<file path="config.mk">
export PLATFORM = sky130hd
export DESIGN_NAME = lp_lane_ctrl
export DESIGN_NICKNAME = d
export VERILOG_FILES = /design/src/rtl/lp_lane_ctrl.sv
export SDC_FILE = /design/constraint.sdc
export NUM_CORES = 1
export LEC_CHECK = 0
export BUFFER_PORTS_ARGS = -buffer_cell sky130_fd_sc_hd__buf_2
export CAP_MARGIN = 20
export CORE_ASPECT_RATIO = 0.75
export CORE_MARGIN = 1
export CORE_UTILIZATION = 25
export CTS_BUF_LIST = sky130_fd_sc_hd__clkbuf_8
export CTS_CLUSTER_DIAMETER = 60
export CTS_CLUSTER_SIZE = 12
export DETAILED_ROUTE_END_ITERATION = 10
export PLACE_DENSITY = 0.48
export SKIP_LAST_GASP = 1
export SYNTH_ARGS = -nofsm -noshare
export SYNTH_HDL_FRONTEND = slang
export SYNTH_SLANG_ARGS = --single-unit
</file>
<file path="constraint.sdc">
create_clock -name clk -period 3.2 [get_ports clk]
set_input_delay 0.16 -clock clk [delete_from_list [all_inputs] [get_ports clk]]
set_output_delay 0.16 -clock clk [all_outputs]
set_load 0.05 [all_outputs]
</file>
<file path="src/rtl/lp_lane_ctrl.sv">
module lp_lane_ctrl #(
  parameter bit          IS_LANE0  = 1'b1,
  parameter int unsigned T_LPX     = 4,
  parameter int unsigned T_SETTLE  = 12,
  parameter int unsigned T_WAKE    = 125000,
  parameter logic [7:0]  SLEEP_CMD = 8'h1E
) (
  input  logic       clk,
  input  logic       rst_n,
  input  logic       req_sleep,
  input  logic       req_wake,
  input  logic       req_turn,
  input  logic       req_hs,
  input  logic       req_hs_end,
  input  logic       line_p_i,
  input  logic       line_n_i,
  output logic       line_p_o,
  output logic       line_n_o,
  output logic       line_oe_o,
  output logic [2:0] state_o,
  output logic       dir_fwd_o,
  output logic       hs_valid_o,
  output logic       err_o
);
  localparam int unsigned TMAX = (T_WAKE > T_LPX) ? ((T_WAKE > T_SETTLE) ? T_WAKE : T_SETTLE)
                                                  : ((T_LPX > T_SETTLE) ? T_LPX : T_SETTLE);
  localparam int TW = $clog2(TMAX + 1);
  localparam int ESC_STEPS = 4 + 2 * 8;
  localparam int SW = $clog2(ESC_STEPS + 1);

  localparam logic [2:0] S_STOP = 3'd0, S_ESC = 3'd1, S_SLEEP = 3'd2, S_WAKE = 3'd3,
                         S_HSP  = 3'd4, S_HS  = 3'd5, S_TURN  = 3'd6, S_REV  = 3'd7;

  logic [2:0]    state;
  logic [SW-1:0] step;
  logic [TW-1:0] tmr;
  logic          seen10;
  logic          err_q;
  logic [1:0]    obs;
  logic [1:0]    lv;
  logic          oe;
  logic [1:0]    esc_lv;
  logic [SW-1:0] k;
  logic          turn_ok, turn_err, tmr_done;

  assign obs      = {line_p_i, line_n_i};
  assign tmr_done = (tmr == '0);
  assign turn_ok  = req_turn && IS_LANE0 && (state == S_STOP) && !req_sleep;
  assign turn_err = req_turn && !turn_ok;
  assign k        = step - SW'(4);

  always_comb begin
    esc_lv = 2'b00;
    if (step < SW'(4)) begin
      case (step[1:0])
        2'd0:    esc_lv = 2'b10;
        2'd2:    esc_lv = 2'b01;
        default: esc_lv = 2'b00;
      endcase
    end else if (!k[0]) begin
      esc_lv = SLEEP_CMD[3'd7 - k[3:1]] ? 2'b10 : 2'b01;
    end
  end

  always_comb begin
    oe = 1'b1;
    lv = 2'b11;
    case (state)
      S_ESC:   lv = esc_lv;
      S_SLEEP: lv = 2'b00;
      S_WAKE:  lv = 2'b10;
      S_HSP: begin
        if (step == SW'(0))      lv = 2'b01;
        else if (step == SW'(1)) lv = 2'b00;
        else begin oe = 1'b0; lv = 2'b00; end
      end
      S_HS:  begin oe = 1'b0; lv = 2'b00; end
      S_TURN: begin
        if (step < SW'(4)) lv = step[0] ? 2'b00 : 2'b10;
        else begin oe = 1'b0; lv = 2'b00; end
      end
      S_REV: begin oe = 1'b0; lv = 2'b00; end
      default: lv = 2'b11;
    endcase
  end

  always_ff @(posedge clk or negedge rst_n) begin
    if (!rst_n) begin
      state  <= S_STOP;
      step   <= '0;
      tmr    <= '0;
      seen10 <= 1'b0;
      err_q  <= 1'b0;
    end else begin
      err_q <= turn_err;
      case (state)
        S_STOP: begin
          if (req_sleep) begin
            state <= S_ESC;  step <= '0; tmr <= TW'(T_LPX - 1);
          end else if (turn_ok) begin
            state <= S_TURN; step <= '0; tmr <= TW'(T_LPX - 1);
          end else if (req_hs) begin
            state <= S_HSP;  step <= '0; tmr <= TW'(T_LPX - 1);
          end
        end
        S_ESC: begin
          if (tmr_done) begin
            if (step == SW'(ESC_STEPS - 1)) state <= S_SLEEP;
            else begin step <= step + 1'b1; tmr <= TW'(T_LPX - 1); end
          end else tmr <= tmr - 1'b1;
        end
        S_SLEEP: begin
          if (req_wake) begin state <= S_WAKE; tmr <= TW'(T_WAKE - 1); end
        end
        S_WAKE: begin
          if (tmr_done) state <= S_STOP;
          else tmr <= tmr - 1'b1;
        end
        S_HSP: begin
          if (tmr_done) begin
            if (step == SW'(0))      begin step <= SW'(1); tmr <= TW'(T_LPX - 1); end
            else if (step == SW'(1)) begin step <= SW'(2); tmr <= TW'(T_SETTLE - 1); end
            else state <= S_HS;
          end else tmr <= tmr - 1'b1;
        end
        S_HS: begin
          if (req_hs_end) state <= S_STOP;
        end
        S_TURN: begin
          if (step < SW'(4)) begin
            if (tmr_done) begin step <= step + 1'b1; tmr <= TW'(T_LPX - 1); end
            else tmr <= tmr - 1'b1;
          end else if (obs == 2'b11) begin
            state <= S_REV; seen10 <= 1'b0;
          end
        end
        default: begin
          if (obs == 2'b10) seen10 <= 1'b1;
          else if (obs == 2'b00) begin
            if (seen10) state <= S_STOP;
          end else seen10 <= 1'b0;
        end
      endcase
    end
  end

  assign line_p_o   = lv[1];
  assign line_n_o   = lv[0];
  assign line_oe_o  = oe;
  assign state_o    = state;
  assign dir_fwd_o  = (state != S_REV);
  assign hs_valid_o = (state == S_HS);
  assign err_o      = err_q;

  logic [TW-1:0] wake_run;
  always_ff @(posedge clk or negedge rst_n) begin
    if (!rst_n) wake_run <= '0;
    else if (state == S_WAKE) wake_run <= wake_run + 1'b1;
    else wake_run <= '0;
  end

  p_esc_no_stop_r3: assert property (@(posedge clk) disable iff (!rst_n)
    (state_o == S_ESC) |-> !(line_p_o && line_n_o));
  p_sleep_hold_r4: assert property (@(posedge clk) disable iff (!rst_n)
    (state_o == S_SLEEP && !req_wake) |=> (state_o == S_SLEEP));
  p_wake_len_r5: assert property (@(posedge clk) disable iff (!rst_n)
    ($past(state_o) == S_WAKE && state_o == S_STOP) |-> (wake_run == TW'(T_WAKE)));
  p_hs_released_r6: assert property (@(posedge clk) disable iff (!rst_n)
    hs_valid_o |-> !line_oe_o);
  p_rev_entry_r7: assert property (@(posedge clk) disable iff (!rst_n)
    (state_o == S_REV && $past(state_o) != S_REV) |-> $past(line_p_i && line_n_i));
  p_rev_released_r8: assert property (@(posedge clk) disable iff (!rst_n)
    (!dir_fwd_o) |-> !line_oe_o);
  p_turn_refused_r9: assert property (@(posedge clk) disable iff (!rst_n)
    (req_turn && (!IS_LANE0 || state_o != S_STOP)) |=> err_o);
endmodule

</file>
==> metrics.txt, run 1 <==
# TYPE chip_impl_metric gauge
chip_impl_info{name="crit_path_start_kind",value="flop"} 1
chip_impl_metric{name="maximum_clock_rate",unit="MHz"} 398
chip_impl_info{name="dominantRegCellSynth",value="dfrtp_1"} 1
chip_impl_metric{name="maximum_number_of_pins_on_one_net_before_global_route_repair",unit=""} 28
chip_impl_info{name="critical_path.reg2reg.startpoint",value="tmr[0]"} 1
chip_impl_metric{name="ys_warn_count",unit=""} 0
chip_impl_metric{name="m1WireLength",unit="um"} 3300
chip_impl_metric{name="cts-htree-levels",unit=""} 1
chip_impl_metric{name="clkTransAtPathRegs",unit="ns"} 0.11
chip_impl_metric{name="antennaDiodeCount",unit=""} 0
chip_impl_metric{name="portBuffers",unit=""} 17
chip_impl_metric{name="place_congestion",unit=""} 0.879
chip_impl_metric{name="initial_antenna_violation_count",unit=""} 0
chip_impl_metric{name="detailroute.via_count",unit=""} 2067
chip_impl_metric{name="power_density",unit="mW/mm^2"} 238
chip_impl_metric{name="grt_first_pass_wirelength",unit="um"} 9990
chip_impl_info{name="status",value="finished clean"} 1
chip_impl_metric{name="totalWireLength",unit="um"} 5940
chip_impl_metric{name="nets",unit=""} 297
chip_impl_metric{name="sw_frac_of_total",unit="%"} 24.0
chip_impl_metric{name="finalCriticalPeriod",unit="ns"} 2.51
chip_impl_metric{name="cap_violations",unit=""} 0
chip_impl_info{name="routed.top_layer",value="met4"} 1
chip_impl_info{name="clock-root-buffer",value="clkbuf_8"} 1
chip_impl_metric{name="clk-insertion-delay-late",unit="ns"} 0.29
chip_impl_metric{name="avgRoutedWirePerCell",unit="um"} 15.4
chip_impl_info{name="grt_setup_unrepaired",value="no"} 1
chip_impl_metric{name="cp_max_stage_delay",unit="ns"} 0.52
chip_impl_metric{name="std_cell_rows",unit=""} 28
chip_impl_metric{name="chipHeight",unit="um"} 81.6
chip_impl_metric{name="max_slew.worst_pin.slew",unit="ns"} 0.818
chip_impl_metric{name="final_number_of_max_transition_violations",unit=""} 0
chip_impl_metric{name="post_cts.repair.setup_buffers",unit=""} 0
chip_impl_info{name="path_class",value="flop to flop"} 1
chip_impl_metric{name="mappedNetlistNets",unit=""} 276
chip_impl_metric{name="grtUsageTotal",unit="%"} 14.7
chip_impl_info{name="critical-path-top-delay-family",value="simple AND/OR/NAND/NOR gates"} 1
chip_impl_metric{name="cp.buffers_inverters",unit=""} 2
chip_impl_metric{name="synth_cell_type_count",unit=""} 56
chip_impl_metric{name="yosys_register_bits",unit=""} 27
chip_impl_metric{name="number_of_global_route_vias_before_repair",unit=""} 1903
chip_impl_metric{name="slew_headroom",unit="%"} 45.0
chip_impl_metric{name="arr_time_crit_path",unit="ns"} 2.69
chip_impl_metric{name="synthCells",unit=""} 260
chip_impl_metric{name="post-route-period-util",unit="%"} 78.5
chip_impl_metric{name="switching_power",unit="W"} 0.000137
chip_impl_info{name="tritoncts",value="built"} 1
chip_impl_metric{name="count_of_endpoints_failing_hold_in_the_final_timing_report",unit=""} 0
chip_impl_info{name="worstHoldStart",value="line_n_i"} 1
chip_impl_metric{name="die-area",unit="mm^2"} 0.00882
chip_impl_metric{name="flow.area_growth_from_synthesis",unit="%"} 13.9
chip_impl_metric{name="placed_cell_area",unit="mm^2"} 0.00235
chip_impl_metric{name="cts-buffers-inserted",unit=""} 3
chip_impl_metric{name="finished_layout_cell_area",unit="mm^2"} 0.00240
chip_impl_metric{name="synth_sequential_area_ratio",unit="%"} 32.0
chip_impl_metric{name="drive_gt1_share",unit="%"} 14.3
chip_impl_metric{name="initial_drt_markers",unit=""} 172
chip_impl_metric{name="start_util",unit="%"} 26.3
chip_impl_metric{name="power_frac_seq",unit="%"} 59.7
chip_impl_metric{name="cts_sinks",unit=""} 27
chip_impl_metric{name="worstPathRequired",unit="ns"} 3.38
chip_impl_metric{name="fin_worst_skew",unit="ns"} 0.00947
chip_impl_metric{name="setup_viol",unit=""} 0
chip_impl_info{name="path_cells",value="inv_1, ha_1, or4b_4, nor4_4, o21ai_2, buf_4, nor3b_2, a32o_1"} 1
chip_impl_metric{name="io_pins",unit=""} 18
chip_impl_metric{name="die_x",unit="um"} 108
chip_impl_info{name="timing.critical_path.slowest_stage_cell",value="or4b_4"} 1
chip_impl_metric{name="clock_tree.buffer_depth",unit=""} 2
chip_impl_metric{name="totalNegativeSetupSlack",unit="ns"} 0
chip_impl_metric{name="power.leakage",unit="nW"} 1.03
chip_impl_metric{name="power.combinational.fraction",unit="%"} 3.5
chip_impl_metric{name="grt_overflow_total",unit=""} 0
chip_impl_metric{name="detailroute.wirelength.met3",unit="um"} 298
chip_impl_metric{name="drt_first_pass_iters",unit=""} 4
chip_impl_metric{name="worstPathMaxFanout",unit=""} 11
chip_impl_metric{name="power_report.internal_total",unit="W"} 0.000435
chip_impl_info{name="worst_hold_path_type",value="primary input to flop"} 1
chip_impl_metric{name="clkPwrFrac",unit="%"} 36.8
chip_impl_metric{name="number_of_synthesized_flops_with_an_enable_pin",unit=""} 0
chip_impl_metric{name="drtAntennaViolNets",unit=""} 0
chip_impl_metric{name="syn_avg_cell_area",unit="um^2"} 8.12
chip_impl_metric{name="netlist_area",unit="mm^2"} 0.00211
chip_impl_metric{name="core-area",unit="mm^2"} 0.00802
chip_impl_info{name="critical_path.startpoint",value="tmr[0]"} 1
chip_impl_info{name="critPathCaptureType",value="flop"} 1
chip_impl_metric{name="synth-async-reset-ratio",unit="%"} 100
chip_impl_metric{name="vias_per_cell",unit=""} 5.37
chip_impl_metric{name="drcViolationCount",unit=""} 0
chip_impl_metric{name="dp.final_hpwl",unit="um"} 4390
chip_impl_metric{name="peakVddDrop",unit="V"} 0.000148
chip_impl_metric{name="met2RoutedLength",unit="um"} 2290
-- per-stage QoR --
stage	worst slack (ns)	util (%)	std cells	total power [W]	hold WS, ns
floorplan	0.549	-	260	0.000352	-0.136
global placement	0.708	29.3	380	0.000368	0.244
detailed placement	0.715	29.3	380	0.000368	0.241
CTS	0.671	30.0	385	0.000582	0.106
global route	0.419	30.0	385	0.000602	0.115
finish	0.689	30.0	385	0.000572	0.112
-- synth_stat cells, drive strengths merged (3+ instances only) --
master,n,area share [%]
dfrtp,27,32
nor3,9,2.1
o22ai,10,3.0
nand3,4,0.95
a22oi,3,1.1
a31oi,8,2.4
nor3b,4,1.7
inv,17,3.0
nand2,25,4.4
or4,5,2.0
nand2b,5,1.5
a211oi,8,2.8
buf,6,1.7
a22o,5,2.1
o21ai,15,3.7
nand4,3,0.89
nor2b,4,1.2
ha,7,4.1
clkbuf,7,1.2
a21oi,12,3.0
or3,7,2.1
nor4,6,2.5
a211o,9,3.7
nor2,26,4.6
-- layout make-up --
cell class | count | area [um^2]
fill | 853 | 5620
multi-input combinational | 203 | 1310
sequential | 27 | 676
timing repair buffer | 29 | 178
tap | 105 | 131
inverter | 17 | 63.8
clock buffer | 3 | 41.3
clock inverter | 1 | 5.00
-- worst reg2reg max path: cells and delay by family (launching register included) --
family,cells,cell delay (ns)
compound gates,2,0.40
fa+ha+maj,1,0.25
buf+inv,2,0.28
flops,1,0.43
simple gates,3,1.05
-- worst paths after layout --
kind / cells past startpoint / slack (ns) / endpoint
worst max-delay path: 8 / 0.69 / tmr[10]
worst min-delay path: 2 / 0.11 / seen10
worst max register to register: 8 / 0.69 / tmr[10]
worst min register to register: 1 / 0.55 / tmr[8]
max in group asynchronous: 2 / 2.33 / step[2]
min in group asynchronous: 2 / 0.44 / tmr[7]
-- routing by layer --
metal,up-vias,GRT usage [%]
li1,1028,-
met1,980,23.0
met2,55,20.3
met3,4,2.46
met4,0,3.29
met5,-,0
-- state kept, by name (all words and copies together), names as in the netlist --
name     flops
err_o        1
state_o      3
step         5
tmr         17
seen10       1
-- cell families after synthesis --
kind of cell    share of synthesized area, %
simple gates                            28.0
compound gates                          28.6
buf+inv                                 5.93
flops                                   32.0
fa+ha+maj                               4.15
xor+xnor                               0.830
mux                                    0.474
-- cells in the final DEF (no fill, tap or decap), types with 8 or more instances in the layout --
cell type and count:
buf_4 11, nor2_1 26, a31oi_1 8, a211oi_1 8, nor3_1 9, a211o_1 9
dfrtp_1 27, a21oi_1 11, o21ai_0 12, o22ai_1 10, inv_1 17, buf_2 17
nand2_1 25
-- power groups by stage --
stage	Combinational (W)	Clock (W)	Sequential, W
floorplan	0.00000143	0	0.000351
global placement	0.0000199	0	0.000348
detailed placement	0.0000197	0	0.000349
CTS	0.0000208	0.000220	0.000342
global route	0.0000221	0.000238	0.000342
finish	0.0000201	0.000210	0.000342
-- what timing repair did --
item	CTS	global route
hold buffers	1	0
gates resized for setup	0	0
endpoints found under the setup margin	0	0
hold endpoints to repair	27	0
No activity file was read; power rests on OpenSTA's default activity.
==> inputs of run 2 (changes only) <==
Clock period 3.2 ns to 2.4 ns, I/O delays scaled along.
==> run 2 against run 1 <==
  * Die area is the same
  * Combinational power grew 33%
  * First-iteration DRC count is 12% lower
  * Clock-buffer cell count unchanged
  * Non-clock buffer count up 27
  * Sequential share of layout area shrank 3.2 points
  * Setup slack worse by 0.62 ns
  * Hold slack got worse by 0.043 ns
  * Cell count rose by 7.8%
  * Core utilization rose by 3.8 points
  * Critical path type unchanged
==> metrics.txt, run 2 (synthesized netlist as in run 1, its figures left out) <==
# TYPE chip_impl_metric gauge
chip_impl_metric{name="clk-insertion-delay-late",unit="ns"} 0.29
chip_impl_metric{name="number_of_flip_flops_in_the_largest_register",unit=""} 17
chip_impl_info{name="path_cells",value="inv_2, ha_4, or4b_4, nor4_4, buf_4, o21ai_4, a211o_1, a22o_1"} 1
chip_impl_metric{name="sw_frac_of_total",unit="%"} 24.3
chip_impl_info{name="timing.critical_path.slowest_stage_cell",value="or4b_4"} 1
chip_impl_metric{name="cap_violations",unit=""} 0
chip_impl_metric{name="number_of_global_route_vias_before_repair",unit=""} 1999
chip_impl_metric{name="avgRoutedWirePerCell",unit="um"} 15.5
chip_impl_metric{name="peakVddDrop",unit="V"} 0.000226
chip_impl_metric{name="dp.final_hpwl",unit="um"} 4580
chip_impl_info{name="r2r_end",value="tmr[9]"} 1
chip_impl_metric{name="power.leakage",unit="nW"} 1.18
chip_impl_metric{name="power_frac_seq",unit="%"} 59.5
chip_impl_metric{name="grt_overflow_total",unit=""} 0
chip_impl_metric{name="vias_per_cell",unit=""} 5.43
chip_impl_info{name="worstHoldStart",value="line_n_i"} 1
chip_impl_info{name="worst_hold_path_type",value="primary input to flop"} 1
chip_impl_info{name="whs_endpoint",value="seen10"} 1
chip_impl_metric{name="flow.area_growth_from_synthesis",unit="%"} 28.5
chip_impl_metric{name="die-area",unit="mm^2"} 0.00882
chip_impl_metric{name="ff2ff_path_depth",unit=""} 8
chip_impl_metric{name="power.combinational.fraction",unit="%"} 3.5
chip_impl_metric{name="p_total",unit="W"} 0.000766
chip_impl_metric{name="worstPathRequired",unit="ns"} 2.57
chip_impl_metric{name="cp_max_stage_delay",unit="ns"} 0.48
chip_impl_metric{name="die_x",unit="um"} 108
chip_impl_metric{name="slew_headroom",unit="%"} 51.4
chip_impl_metric{name="initial_drt_markers",unit=""} 152
chip_impl_metric{name="core-area",unit="mm^2"} 0.00802
chip_impl_metric{name="start_util",unit="%"} 26.3
chip_impl_metric{name="setup_viol",unit=""} 0
chip_impl_metric{name="detailroute.via_count",unit=""} 2252
chip_impl_metric{name="clock_tree.buffer_depth",unit=""} 2
chip_impl_metric{name="grtUsageTotal",unit="%"} 15.3
chip_impl_metric{name="maximum_clock_rate",unit="MHz"} 430
chip_impl_metric{name="place_ws",unit="ns"} -0.132
chip_impl_metric{name="arr_time_crit_path",unit="ns"} 2.50
chip_impl_metric{name="power_density",unit="mW/mm^2"} 283
chip_impl_metric{name="cts-buffers-inserted",unit=""} 3
chip_impl_metric{name="clkPwrFrac",unit="%"} 37.0
chip_impl_metric{name="drive_gt1_share",unit="%"} 25.8
chip_impl_metric{name="totalWireLength",unit="um"} 6440
chip_impl_metric{name="power_report.internal_total",unit="W"} 0.000580
chip_impl_info{name="clock-root-buffer",value="clkbuf_8"} 1
chip_impl_metric{name="final_number_of_max_transition_violations",unit=""} 0
chip_impl_info{name="regMostFlops",value="tmr"} 1
chip_impl_metric{name="cts-htree-levels",unit=""} 1
chip_impl_metric{name="fin_util",unit="%"} 33.8
chip_impl_metric{name="holdWs",unit="ns"} 0.0691
chip_impl_info{name="status",value="finished clean"} 1
chip_impl_metric{name="std_cell_rows",unit=""} 28
chip_impl_info{name="crit_path_start_kind",value="flop"} 1
chip_impl_metric{name="drtAntennaViolNets",unit=""} 0
chip_impl_info{name="tritoncts",value="built"} 1
chip_impl_metric{name="post-route-period-util",unit="%"} 96.9
chip_impl_metric{name="count_of_endpoints_failing_hold_in_the_final_timing_report",unit=""} 0
chip_impl_metric{name="antennaDiodeCount",unit=""} 0
chip_impl_metric{name="nets",unit=""} 327
chip_impl_info{name="critPathCaptureType",value="flop"} 1
chip_impl_metric{name="chipHeight",unit="um"} 81.6
chip_impl_metric{name="timing.reg2reg.setup_slack",unit="ns"} 0.07
chip_impl_metric{name="worstHoldPathCells",unit=""} 2
chip_impl_metric{name="totalNegativeSetupSlack",unit="ns"} 0
chip_impl_metric{name="switching_power",unit="W"} 0.000186
chip_impl_metric{name="grt_first_pass_wirelength",unit="um"} 10500
chip_impl_metric{name="cts_sinks",unit=""} 27
chip_impl_metric{name="fin_worst_skew",unit="ns"} 0.0153
chip_impl_metric{name="final_critical_path_setup_slack",unit="ns"} 0.0735
chip_impl_metric{name="worstPathMaxFanout",unit=""} 6
chip_impl_metric{name="clkTransAtPathRegs",unit="ns"} 0.11
chip_impl_info{name="critical_path.reg2reg.startpoint",value="tmr[0]"} 1
chip_impl_info{name="layout.cells.most_common",value="buf_4"} 1
chip_impl_metric{name="place_congestion",unit=""} 0.810
chip_impl_metric{name="drcViolationCount",unit=""} 0
chip_impl_metric{name="portBuffers",unit=""} 17
chip_impl_metric{name="initial_antenna_violation_count",unit=""} 0
chip_impl_info{name="layout_common_cells",value="buf_4 (38), dfrtp_1 (27), nor2_1 (26)"} 1
chip_impl_metric{name="finalCriticalPeriod",unit="ns"} 2.33
chip_impl_info{name="path_class",value="flop to flop"} 1
chip_impl_metric{name="max_slew.worst_pin.slew",unit="ns"} 0.726
chip_impl_metric{name="io_pins",unit=""} 18
chip_impl_metric{name="maximum_number_of_pins_on_one_net_before_global_route_repair",unit=""} 28
chip_impl_metric{name="drt_first_pass_iters",unit=""} 5
## run 2: per-stage QoR
stage | instances | cell area, um^2
5_1_grt | 415 | 2710
2_1_floorplan | 260 | 2110
6_report | 415 | 2710
3_3_place_gp | 401 | 2510
4_1_cts | 409 | 2590
3_5_place_dp | 401 | 2510
## run 2: per-layer routing
| layer | routed length [um] | GRT usage, % | part of all wire, % | up-vias |
|---|---|---|---|---|
| li1 | - | - | - | 1091 |
| met2 | 2720 | 21.9 | 42 | 67 |
| met1 | 3390 | 24.0 | 53 | 1089 |
| met3 | 280 | 2.22 | 4.4 | 5 |
| met5 | 0 | 0 | 0 | - |
| met4 | 50 | 2.47 | 0.78 | 0 |
## run 2: cell type report
type / count / area (um^2)
multi-input combinational: 206 / 1410
sequential: 27 / 676
inverter: 17 / 63.8
tap: 105 / 131
clock buffer: 3 / 41.3
fill: 824 / 5310
timing repair buffer: 56 / 380
clock inverter: 1 / 5.00
## run 2: critical path, delay by kind of cell (launching register included)
kind,cells,cell delay [ns]
flip-flops,1,0.40
AND/OR/NAND/NOR,2,0.79
AO/OA/AOI/OAI,3,0.62
buffers and inverters,2,0.26
adder cells (fa/ha/maj),1,0.13
## run 2: timing repair
action                                  in CTS  in global routing
resized for setup                            1                 16
pin swaps                                    2                 11
cloned                                       1                  2
hold buffers                                 1                  0
endpoints found under the hold margin       27                  0
buffers inserted                             2                  4
endpoints found under the setup margin       8                 22
## run 2: worst max path at each step
stage	end	cells past startpoint	slack [ns]	start
4_1_cts	tmr[10]	7	0.001	tmr[0]
2_1_floorplan	line_p_o	5	0.13	state_o[0]
3_3_place_gp	tmr[12]	7	-0.09	tmr[0]
3_5_place_dp	tmr[0]	7	-0.13	tmr[0]
6_report	tmr[9]	8	0.07	tmr[0]
5_1_grt	tmr[9]	8	-0.02	tmr[0]
## run 2: power groups by stage
stage	logic (W)	clock network (W)	registers [W]
after floorplan	0.00000191	0	0.000468
after global placement	0.0000268	0	0.000465
after detailed placement	0.0000267	0	0.000465
after CTS	0.0000280	0.000289	0.000456
after global routing	0.0000312	0.000310	0.000456
final	0.0000267	0.000284	0.000456
